--- config.mk ---
export PLATFORM = sky130hd
export DESIGN_NAME = postcode_capture
export DESIGN_NICKNAME = d
export VERILOG_FILES = /design/src/rtl/pcc_pkg.sv /design/src/rtl/pcc_host_port.sv /design/src/rtl/pcc_fifo.sv /design/src/rtl/pcc_csr.sv /design/src/rtl/postcode_capture.sv
export SDC_FILE = /design/constraint.sdc
export NUM_CORES = 1
export LEC_CHECK = 0
export BUFFER_PORTS_ARGS = -buffer_cell sky130_fd_sc_hd__buf_2
export CORE_MARGIN = 4
export CORE_UTILIZATION = 40
export DETAILED_ROUTE_END_ITERATION = 16
export HOLD_SLACK_MARGIN = 0.08
export SLEW_MARGIN = 5
export SYNTH_ARGS = -nofsm -noshare
export SYNTH_HDL_FRONTEND = slang
export SYNTH_SLANG_ARGS = --single-unit
export TNS_END_PERCENT = 50
--- constraint.sdc ---
create_clock -name clk -period 8.47 [get_ports clk]
set_clock_uncertainty 0.1 [all_clocks]
set_input_delay 0 -clock clk [delete_from_list [all_inputs] [get_ports clk]]
set_output_delay 0 -clock clk [all_outputs]
set_load 0.02 [all_outputs]
--- src/rtl/pcc_pkg.sv ---
// Shared register addresses, bit positions and the control register type.
package pcc_pkg;
    localparam logic [1:0] A_CTRL = 2'd0;
    localparam logic [1:0] A_STAT = 2'd1;
    localparam logic [1:0] A_BUF  = 2'd2;

    localparam int S_NE   = 0;
    localparam int S_OVF  = 1;
    localparam int S_PEND = 2;

    typedef struct packed {
        logic sync;   // bit 3
        logic aa;     // bit 2
        logic ie;     // bit 1
        logic en;     // bit 0
    } ctrl_t;
endpackage

--- src/rtl/pcc_host_port.sv ---
// Qualifies host writes to the debug port address.
// Sync mode: each high strobe cycle is a write. Otherwise: rising edge only.
// Assumes host signals are already synchronous to clk.
module pcc_host_port #(
    parameter int              AW   = 16,
    parameter int              DW   = 8,
    parameter logic [AW-1:0]   PORT = 16'h0080
) (
    input  logic          clk,
    input  logic          rst_n,
    input  logic          sync_mode,
    input  logic          host_wr,
    input  logic [AW-1:0] host_addr,
    input  logic [DW-1:0] host_data,
    output logic          wr_evt,
    output logic [DW-1:0] wr_byte
);
    logic hit;
    logic hit_q;

    assign hit     = host_wr && (host_addr == PORT);
    assign wr_evt  = hit && (sync_mode || !hit_q);
    assign wr_byte = host_data;

    // Remember last cycle's qualified strobe for edge detection.
    always_ff @(posedge clk) begin
        if (!rst_n) hit_q <= 1'b0;
        else        hit_q <= hit;
    end

    AST_EDGE_SINGLE: assert property (@(posedge clk) disable iff (!rst_n)
        (!sync_mode && wr_evt) |=> (sync_mode || !wr_evt));
endmodule

--- src/rtl/pcc_fifo.sv ---
// Circular byte store with occupancy count.
// Pushes into a full store and pops from an empty store are ignored.
module pcc_fifo #(
    parameter int DW    = 8,
    parameter int DEPTH = 16
) (
    input  logic          clk,
    input  logic          rst_n,
    input  logic          push,
    input  logic [DW-1:0] din,
    input  logic          pop,
    output logic [DW-1:0] head,
    output logic          empty,
    output logic          full,
    output logic [$clog2(DEPTH+1)-1:0] count
);
    localparam int PW = (DEPTH > 1) ? $clog2(DEPTH) : 1;
    localparam int CW = $clog2(DEPTH+1);

    logic [DW-1:0] mem [DEPTH];
    logic [PW-1:0] wptr, rptr;
    logic          do_push, do_pop;

    function automatic logic [PW-1:0] nxt(input logic [PW-1:0] p);
        return (p == PW'(DEPTH-1)) ? '0 : p + 1'b1;
    endfunction

    assign full    = (count == CW'(DEPTH));
    assign empty   = (count == '0);
    assign do_push = push && !full;
    assign do_pop  = pop && !empty;
    assign head    = mem[rptr];

    // Store the incoming byte at the write pointer.
    always_ff @(posedge clk) begin
        if (do_push) mem[wptr] <= din;
    end

    // Advance the pointers and track occupancy.
    always_ff @(posedge clk) begin
        if (!rst_n) begin
            wptr  <= '0;
            rptr  <= '0;
            count <= '0;
        end else begin
            if (do_push) wptr <= nxt(wptr);
            if (do_pop)  rptr <= nxt(rptr);
            count <= count + CW'(do_push) - CW'(do_pop);
        end
    end

    AST_COUNT_BOUND: assert property (@(posedge clk) disable iff (!rst_n)
        count <= CW'(DEPTH));
    AST_FULL_KEEPS: assert property (@(posedge clk) disable iff (!rst_n)
        (full && push && !pop) |=> (full && $stable(rptr)));
endmodule

--- src/rtl/pcc_csr.sv ---
// Processor-side registers: control, sticky status flags, buffer read port.
// Drives the store's push and pop and the level interrupt.
// Assumes at most one of reg_wr and reg_rd per cycle.
module pcc_csr #(
    parameter int DW = 8
) (
    input  logic           clk,
    input  logic           rst_n,
    input  logic           reg_wr,
    input  logic           reg_rd,
    input  logic [1:0]     reg_addr,
    input  logic [DW-1:0]  reg_wdata,
    output logic [DW-1:0]  reg_rdata,
    input  logic           wr_evt,
    input  logic           fifo_empty,
    input  logic           fifo_full,
    input  logic [DW-1:0]  fifo_head,
    output logic           fifo_push,
    output logic           fifo_pop,
    output pcc_pkg::ctrl_t ctrl,
    output logic           irq
);
    import pcc_pkg::*;

    logic          ovf, pend;
    logic          capture, buf_rd, stat_wr, ovf_set, pend_set;
    logic [DW-1:0] last_q;
    logic [3:0]    ctrl_bits;
    logic [2:0]    stat_bits;
    logic          unused_wdata;

    assign capture   = wr_evt && ctrl.en;
    assign fifo_push = capture;
    assign ovf_set   = capture && fifo_full;
    assign pend_set  = capture && ctrl.ie;
    assign buf_rd    = reg_rd && (reg_addr == A_BUF);
    assign stat_wr   = reg_wr && (reg_addr == A_STAT);
    assign fifo_pop  = buf_rd && ctrl.aa && !fifo_empty;
    assign irq       = pend && ctrl.ie;
    assign ctrl_bits = ctrl;
    assign stat_bits = {pend, ovf, !fifo_empty};
    assign unused_wdata = ^reg_wdata;

    // Control register write.
    always_ff @(posedge clk) begin
        if (!rst_n)                           ctrl <= '0;
        else if (reg_wr && reg_addr == A_CTRL) ctrl <= ctrl_t'(reg_wdata[3:0]);
    end

    // Sticky overflow flag, write-1-to-clear; a new overflow wins.
    always_ff @(posedge clk) begin
        if (!rst_n)                          ovf <= 1'b0;
        else if (ovf_set)                    ovf <= 1'b1;
        else if (stat_wr && reg_wdata[S_OVF]) ovf <= 1'b0;
    end

    // Write-pending flag, write-1-to-clear; a new capture wins.
    always_ff @(posedge clk) begin
        if (!rst_n)                           pend <= 1'b0;
        else if (pend_set)                    pend <= 1'b1;
        else if (stat_wr && reg_wdata[S_PEND]) pend <= 1'b0;
    end

    // Keep the byte last delivered by a non-empty buffer read.
    always_ff @(posedge clk) begin
        if (!rst_n)                     last_q <= '0;
        else if (buf_rd && !fifo_empty) last_q <= fifo_head;
    end

    // Registered read mux.
    always_ff @(posedge clk) begin
        if (!rst_n) reg_rdata <= '0;
        else if (reg_rd) begin
            case (reg_addr)
                A_CTRL:  reg_rdata <= DW'(ctrl_bits);
                A_STAT:  reg_rdata <= DW'(stat_bits);
                A_BUF:   reg_rdata <= fifo_empty ? last_q : fifo_head;
                default: reg_rdata <= '0;
            endcase
        end
    end

    AST_OVF_STICKY: assert property (@(posedge clk) disable iff (!rst_n)
        (ovf && !(stat_wr && reg_wdata[S_OVF])) |=> ovf);
    AST_PEND_CLEARS: assert property (@(posedge clk) disable iff (!rst_n)
        (stat_wr && reg_wdata[S_PEND] && !wr_evt) |=> !pend);
    AST_IRQ_FOLLOWS: assert property (@(posedge clk) disable iff (!rst_n)
        (pend_set) |=> irq || !ctrl.ie);
endmodule

--- src/rtl/postcode_capture.sv ---
// Top: host debug-port capture into a byte store drained by the processor.
// Assumes all inputs are synchronous to clk.
module postcode_capture #(
    parameter int            DW        = 8,
    parameter int            DEPTH     = 16,
    parameter int            HAW       = 16,
    parameter logic [HAW-1:0] PORT_ADDR = 16'h0080
) (
    input  logic           clk,
    input  logic           rst_n,
    input  logic           host_wr,
    input  logic [HAW-1:0] host_addr,
    input  logic [DW-1:0]  host_data,
    input  logic           reg_wr,
    input  logic           reg_rd,
    input  logic [1:0]     reg_addr,
    input  logic [DW-1:0]  reg_wdata,
    output logic [DW-1:0]  reg_rdata,
    output logic           irq
);
    localparam int CW = $clog2(DEPTH+1);

    pcc_pkg::ctrl_t ctrl;
    logic           wr_evt, push, pop, empty, full;
    logic [DW-1:0]  wr_byte, head;
    logic [CW-1:0]  count;

    pcc_host_port #(.AW(HAW), .DW(DW), .PORT(PORT_ADDR)) u_port (
        .clk(clk), .rst_n(rst_n), .sync_mode(ctrl.sync),
        .host_wr(host_wr), .host_addr(host_addr), .host_data(host_data),
        .wr_evt(wr_evt), .wr_byte(wr_byte)
    );

    pcc_fifo #(.DW(DW), .DEPTH(DEPTH)) u_fifo (
        .clk(clk), .rst_n(rst_n), .push(push), .din(wr_byte), .pop(pop),
        .head(head), .empty(empty), .full(full), .count(count)
    );

    pcc_csr #(.DW(DW)) u_csr (
        .clk(clk), .rst_n(rst_n), .reg_wr(reg_wr), .reg_rd(reg_rd),
        .reg_addr(reg_addr), .reg_wdata(reg_wdata), .reg_rdata(reg_rdata),
        .wr_evt(wr_evt), .fifo_empty(empty), .fifo_full(full),
        .fifo_head(head), .fifo_push(push), .fifo_pop(pop),
        .ctrl(ctrl), .irq(irq)
    );

    AST_NO_CAPTURE_OFF: assert property (@(posedge clk) disable iff (!rst_n)
        (!ctrl.en && !pop) |=> $stable(count));
    AST_EMPTY_READ_STILL: assert property (@(posedge clk) disable iff (!rst_n)
        (reg_rd && reg_addr == pcc_pkg::A_BUF && empty && !push) |=> (count == '0));
endmodule

==> metrics.cfg, run 1 <==
[sta]
worstMarginPinSlew_ns = 0.9647
whs_ns = 0.09400
rsz0062_at_grt = false
maxSlewHeadroom = 0.3555
final_hold_viol_count = 0
finalSetupViolCount = 0
finalCritPeriodShare = 0.4340
slew_violations = 0
max_freq_ghz = 0.2720
fin_setup_tns_ns = 0
fin_crit_ns = 3.676

[run_status]
status = finished, final reports clean

[floorplanning]
rows = 47
fp.dieArea_mm2 = 0.01960
fp.dieW_um = 140.0
core_mm2 = 0.01682
fp.dieH_um = 140.0
start_util = 0.4143
pin_count = 48

[clock_tree]
cts_buffers = 17
clkTransAtPathRegs_ns = 0.06
clockBufferDepth = 2
clkLatencyLatePin_ns = 0.42
numClockSinks = 168
htreeDepth = 4
clockRootBuffer = clkbuf_16
cts_tree = yes

[worst_setup_path]
cp_top_family = buffers and inverters
cp.buffers_inverters = 4
critPathSlowestCell = nor2b_1
max_stage_delay_ns = 0.76
cp.required_ns = 8.41
cp_common_cell = dlygate4sd3_1
cp-end-kind = flip-flop
crit_chain = dlygate4sd3_1 > buf_2 > nor4b_4 > dlygate4sd3_1 > nand4_2 > dlygate4sd3_1 > nor3_2 > nand3_1 > nor2b_1
cp.arrival_ns = 3.62
start_kind = input pin
crit_type = in2reg
crit_fanout = 8

[pwr]
p_switching_uw = 330.9
leakage_nw = 2.802
pwr-share-clk = 0.459
powerDensity_mw_per_mm2 = 206.8
internal_power_mw = 1.397
vdd_drop_max_uv = 183.6
pwr-share-comb = 0.027
seq_power_share = 0.514
swShare = 0.1915

[synthesis]
yosys.area_share.simple = 0.09768
synth_top_family_by_area = multiplexers
async_flop_share = 0
synth_edf_count = 128
syn_inst = 448
syn_nets = 499
netlist_area_mm2 = 0.006968
synth_xor_area_frac = 0.005028
ys_types = 50
synth_ff_type = edfxtp_1
ys_seq_elements = 168
synthMuxAreaShare = 0.1261
synthAdderAreaFrac = 0.02263
synth_compound_area_frac = 0.05818
postSynthAreaPerCell_um2 = 15.55
ys_seq_area_frac = 0.6665
yosys_warnings = 0

[detailed_routing]
wl_per_cell_um = 18.04
drt-initial-drc-count = 272
first_pass_iters = 4
postRouteAntennaNets = 0
post-route-drc-count = 0
wl_mm = 13.77
via_per_inst = 5.256
vias = 4010

[job]
cap_violations = 0

[global_route]
gr-usage-all-layers = 0.1485
antenna_found_initial = 0
grt_overflow = 0
grt_max_degree = 34
grt_pass1_vias = 4142
grt_pass1_wl_mm = 22.41

[finish]
area_growth_pct = 19.93
nets = 582
antenna_cells = 0
layout-drive-gt1-share = 0.2155

[min_path]
min_path_type = in2reg

[placed_design]
place_congestion = 0.7205
portBuffers = 43
hpwlAfterDp_mm = 9.038

## path summary, 6_finish.rpt
check	start	endpoint	slack, ns	depth (start not counted)
max	host_addr[9]	u_fifo.mem[8][5]$_DFFE_PP_	4.79	9
min	host_addr[15]	u_csr.pend$_SDFFE_PN0P_	0.09	5
max reg2reg	u_fifo.count[3]$_SDFF_PN0_	u_fifo.count[4]$_SDFF_PN0_	4.87	15
min reg2reg	u_csr.last_q[2]$_SDFFE_PN0P_	u_csr.last_q[2]$_SDFFE_PN0P_	0.38	2
## synth_stat cells (all sizes together) (2+ instances only)
cell type / number / area [µm²]
o2111ai: 2 / 17.52
o22ai: 10 / 62.56
and2: 5 / 31.28
and3: 10 / 62.56
nand3: 12 / 60.06
or3: 4 / 25.02
nor3: 7 / 45.04
a31oi: 4 / 25.02
nand4b: 2 / 17.52
xor2: 2 / 17.52
o21a: 8 / 60.06
nor4b: 4 / 77.58
nand2: 25 / 93.84
clkbuf: 10 / 37.54
inv: 14 / 52.55
a41oi: 2 / 17.52
a21oi: 12 / 60.06
nand2b: 5 / 31.28
edfxtp: 128 / 3844
o221ai: 2 / 17.52
o21ai: 10 / 50.04
mux2i: 18 / 180.2
nor2: 25 / 93.84
ha: 11 / 137.6
a211oi: 2 / 15.01
buf: 11 / 72.57
nor3b: 2 / 20.02
nor2b: 13 / 81.33
dfxtp: 40 / 800.8
mux4: 31 / 698.2
xnor2: 2 / 17.52
a22oi: 4 / 30.03
## stage by stage
stage	instance area, µm²	instances	power (mW)	setup slack, ns	utilization
6_report	8357	763	1.728	4.794	0.4969
5_1_grt	8357	763	1.787	4.563	0.4969
4_1_cts	8357	763	1.742	4.788	0.4969
3_5_place_dp	7408	698	0.9420	4.878	0.4405
3_3_place_gp	7408	698	0.9399	4.952	0.4405
2_1_floorplan	6968	448	0.9210	5.505	-
## layout by cell type (no fill, tap or decap), types with 4 or more instances in the layout
master         netlist  layout
edfxtp_1           128     128
buf_2                4      43
dfxtp_1             40      40
dlygate4sd3_1        0      34
mux4_2              31      31
nand2_1             25      25
nor2_1              25      25
mux2i_1             18      18
clkbuf_16            0      17
inv_1               14      14
nor2b_1             13      13
nand3_1             12      12
a21oi_1             12      12
ha_1                11      11
and3_1              10      10
o22ai_1             10      10
o21ai_0              9       9
o21a_1               8       8
buf_4                5       8
and2_1               5       5
nor3_1               5       5
nand2b_1             5       5
clkinv_1             1       5
or3_1                4       4
a31oi_1              4       4
a22oi_1              4       4
bufinv_16            0       4
## timing repair
action,in CTS,in global routing
buffers inserted,0,0
hold buffers,34,0
hold endpoints to repair,157,0
gates resized for setup,0,0
## state kept, by name, summed over array words and instances, names as in the netlist, named ones only
register,cells
u_csr.ovf,1
u_csr.last_q,8
u_fifo.wptr,4
u_csr.ctrl,4
u_fifo.rptr,4
u_fifo.mem,128
u_csr.pend,1
u_fifo.count,5
u_csr.reg_rdata,8
u_port.hit_q,1
## cells by family after synthesis
| logic type | count (synthesis) |
|---|---|
| mux | 49 |
| xor+xnor | 4 |
| fa+ha+maj | 12 |
| compound gates | 62 |
| simple gates | 117 |
| buf+inv | 36 |
| flops | 168 |
## worst reg2reg max path, delay by kind of cell (launching register included)
kind	cells	cell delay [ns]
fa+ha+maj	4	1.04
compound gates	2	0.31
simple gates	5	1.34
buf+inv	4	0.41
flops	1	0.33
## cell type report
type                            instances  area [µm²]
Multi-Input combinational cell        244        2157
Clock buffer                           18       429.2
Clock inverter                         13       178.9
Inverter                               15       56.30
Fill cell                            1445        8462
Timing Repair Buffer                   85       615.6
Sequential cell                       168        4644
Tap cell                              220       275.3
## power by group through the flow
stage / logic, mW / registers, mW / clock network (mW)
2_1_floorplan: 0.0131 / 0.908 / 0
3_3_place_gp: 0.0342 / 0.906 / 0
5_1_grt: 0.0511 / 0.888 / 0.848
3_5_place_dp: 0.0362 / 0.906 / 0
4_1_cts: 0.0463 / 0.888 / 0.808
6_report: 0.0463 / 0.888 / 0.794
## layer usage
metal | vias to the layer above | GRT usage | wire, µm
li1 | 1899 | - | -
met1 | 2031 | 0.1945 | 6307
met2 | 66 | 0.2469 | 6889
met3 | 14 | 0.03136 | 399
met4 | 0 | 0.05201 | 168
met5 | - | 0 | 0
(Power assumes the default switching activity.)
==> run 2: changes to the inputs <==
Clock period 8.47 ns to 3.4 ns, I/O delays scaled along.
==> run 2 against run 1 <==
Compared with the run above: wire length grew 1.2%; sequential share of layout area is 0.48 points lower; critical path depth increased by 5; combinational power rose to 2.5 times the previous value; die area unchanged; count of clock-buffer cells in the layout rose by 2; sequential power grew 150%; total power rose by 150%; critical endpoint is now u_fifo.count[4]$_SDFF_PN0_.
==> metrics.cfg, run 2 (same netlist as run 1, synthesis figures left out) <==
[clock_tree]
clkTransAtPathRegs_ns = 0.06  ; about the same
cts_buffers = 17  ; unchanged
htreeDepth = 4  ; unchanged
clockRootBuffer = clkbuf_16  ; unchanged
cts_tree = yes  ; unchanged
post_cts_buffers = 0  ; unchanged
numClockSinks = 168  ; unchanged
clkLatencyLatePin_ns = 0.42  ; about the same
clockBufferDepth = 2  ; unchanged
cts_resized = 0  ; unchanged

[sta]
maxSlewHeadroom = 0.4561  ; was 0.3555
final_hold_viol_count = 0  ; unchanged
worstMarginPinSlew_ns = 0.8147  ; was 0.9647 ns
finalSetupViolCount = 0  ; unchanged
fin_setup_tns_ns = 0  ; unchanged
rsz0062_at_grt = false  ; unchanged
slew_violations = 0  ; unchanged
finalCritPeriodShare = 0.8766
max_freq_ghz = 0.3355
fin_crit_ns = 2.980

[floorplanning]
rows = 47  ; unchanged
pin_count = 48  ; unchanged
start_util = 0.4143  ; unchanged
fp.dieW_um = 140.0  ; unchanged
fp.dieArea_mm2 = 0.01960  ; unchanged
fp.dieH_um = 140.0  ; unchanged
core_mm2 = 0.01682  ; unchanged

[global_route]
gr-usage-all-layers = 0.1493  ; was 0.1485
grt_pass1_wl_mm = 22.34  ; was 22.41 mm
grt_pass1_vias = 4166  ; was 4142
antenna_found_initial = 0  ; unchanged
grt_max_degree = 34  ; unchanged
grt_overflow = 0  ; unchanged

[worst_setup_path]
cp-end-kind = flip-flop  ; unchanged
crit_type = reg2reg  ; was in2reg
crit_fanout = 6  ; was 8
cp.required_ns = 3.65  ; was 8.41 ns
cp.arrival_ns = 3.23  ; was 3.62 ns
start_kind = flip-flop  ; was input pin

[finish]
largest_reg_flops = 128  ; unchanged
layout-drive-gt1-share = 0.2315  ; was 0.2155
area_growth_pct = 20.97  ; was 19.93%
nets = 592  ; was 582
top_register = u_fifo.mem  ; unchanged
finish.utilization = 0.5012  ; was 0.4969
final_cell_mix = edfxtp_1 (128), buf_2 (43), dfxtp_1 (40)  ; unchanged
layout_commonest_cell = edfxtp_1  ; unchanged
antenna_cells = 0  ; unchanged
top_regs = u_fifo.mem (128), u_csr.last_q (8), u_csr.reg_rdata (8)  ; unchanged

[detailed_routing]
routed.top_layer = met4  ; unchanged
met2WireLength_mm = 6.956  ; was 6.889 mm
drt-initial-drc-count = 262  ; was 272
post-route-drc-count = 0  ; unchanged
first_pass_iters = 4  ; unchanged
postRouteAntennaNets = 0  ; unchanged
drt-met1-wl_mm = 6.181  ; was 6.307 mm
route.met3.wl_um = 605  ; was 399 µm
wl_per_cell_um = 18.03  ; was 18.04 µm
wl_mm = 13.94  ; was 13.77 mm
vias = 4054  ; was 4010
via_per_inst = 5.245  ; was 5.256

[pwr]
vdd_drop_max_uv = 367.6  ; was 183.6 µV
powerDensity_mw_per_mm2 = 511.1  ; was 206.8 mW/mm²
leakage_nw = 2.865  ; was 2.802 nW

[placed_design]
place_congestion = 0.7316  ; was 0.7205
hpwlAfterDp_mm = 9.302  ; was 9.038 mm
portBuffers = 43  ; unchanged

[run_status]
status = finished, final reports clean  ; unchanged

[job]
cap_violations = 0  ; unchanged

[min_path]
min_path_type = in2reg  ; unchanged

-- run 2: cell count changes in the layout (fill, tap and decap cells not counted), sizes merged --
cell	previous run	this run
inv	15	17
clkinvlp	2	1
clkbuf	18	20
buf	51	61
clkinv	7	4
-- run 2: area by class of cell --
type / count / area [µm²]
fill: 1406 / 8389
sequential: 168 / 4644
multi-input combinational: 244 / 2157
timing repair buffer: 95 / 690.7
clock buffer: 20 / 436.7
tap: 220 / 275.3
clock inverter: 11 / 168.9
inverter: 15 / 56.30
-- run 2: worst paths after layout --
path	cells after the start	from	endpoint	slack, ns
max reg2reg	14	u_fifo.count[2]$_SDFF_PN0_	u_fifo.count[4]$_SDFF_PN0_	0.42
max	14	u_fifo.count[2]$_SDFF_PN0_	u_fifo.count[4]$_SDFF_PN0_	0.42
min	7	host_addr[3]	u_fifo.mem[14][6]$_DFFE_PP_	0.31
min reg2reg	2	u_csr.last_q[2]$_SDFFE_PN0P_	u_csr.last_q[2]$_SDFFE_PN0P_	0.38
-- run 2: metal layers --
layer,track usage,vias to the layer above
li1,-,1929
met1,0.1960,2032
met2,0.2451,76
met3,0.03647,17
met4,0.04997,0
met5,0,-
-- run 2: power by group --
group	internal (mW)	switching (mW)	leakage, nW	total (mW)
logic	0.0517	0.0643	1.10	0.116
clock network	1.23	0.752	0.293	1.98
registers	2.21	0.00343	1.47	2.21
-- run 2: critical path: stages (launching register included) --
cell and delay [ns]:
dfxtp_1 0.31, inv_1 0.08, ha_1 0.17, nor4b_2 0.30, nor3_2 0.10, nand2_1 0.17
inv_1 0.07, ha_1 0.27, inv_1 0.04, ha_1 0.21, fa_1 0.40, a21oi_1 0.16
nor2_1 0.06, or3_1 0.34, a21oi_1 0.14
-- run 2: repair_timing --
| action | in CTS | in global routing |
|---|---|---|
| endpoints found under the hold margin | 157 | 0 |
| hold buffers | 34 | 0 |
| endpoints found under the setup margin | 0 | 0 |
-- run 2: metrics by stage --
step / worst slack [ns] / std cells / total power, mW / hold WS (ns) / instance area [µm²]
2_1_floorplan: 0.4350 / 448 / 2.294 / -0.001131 / 6968
6_report: 0.4197 / 773 / 4.308 / 0.3079 / 8429
3_5_place_dp: 0.4429 / 708 / 2.348 / 0.1684 / 7483
5_1_grt: 0.1916 / 773 / 4.455 / 0.3182 / 8429
3_3_place_gp: 0.5137 / 708 / 2.343 / 0.1402 / 7483
4_1_cts: 0.4027 / 773 / 4.351 / 0.2848 / 8429
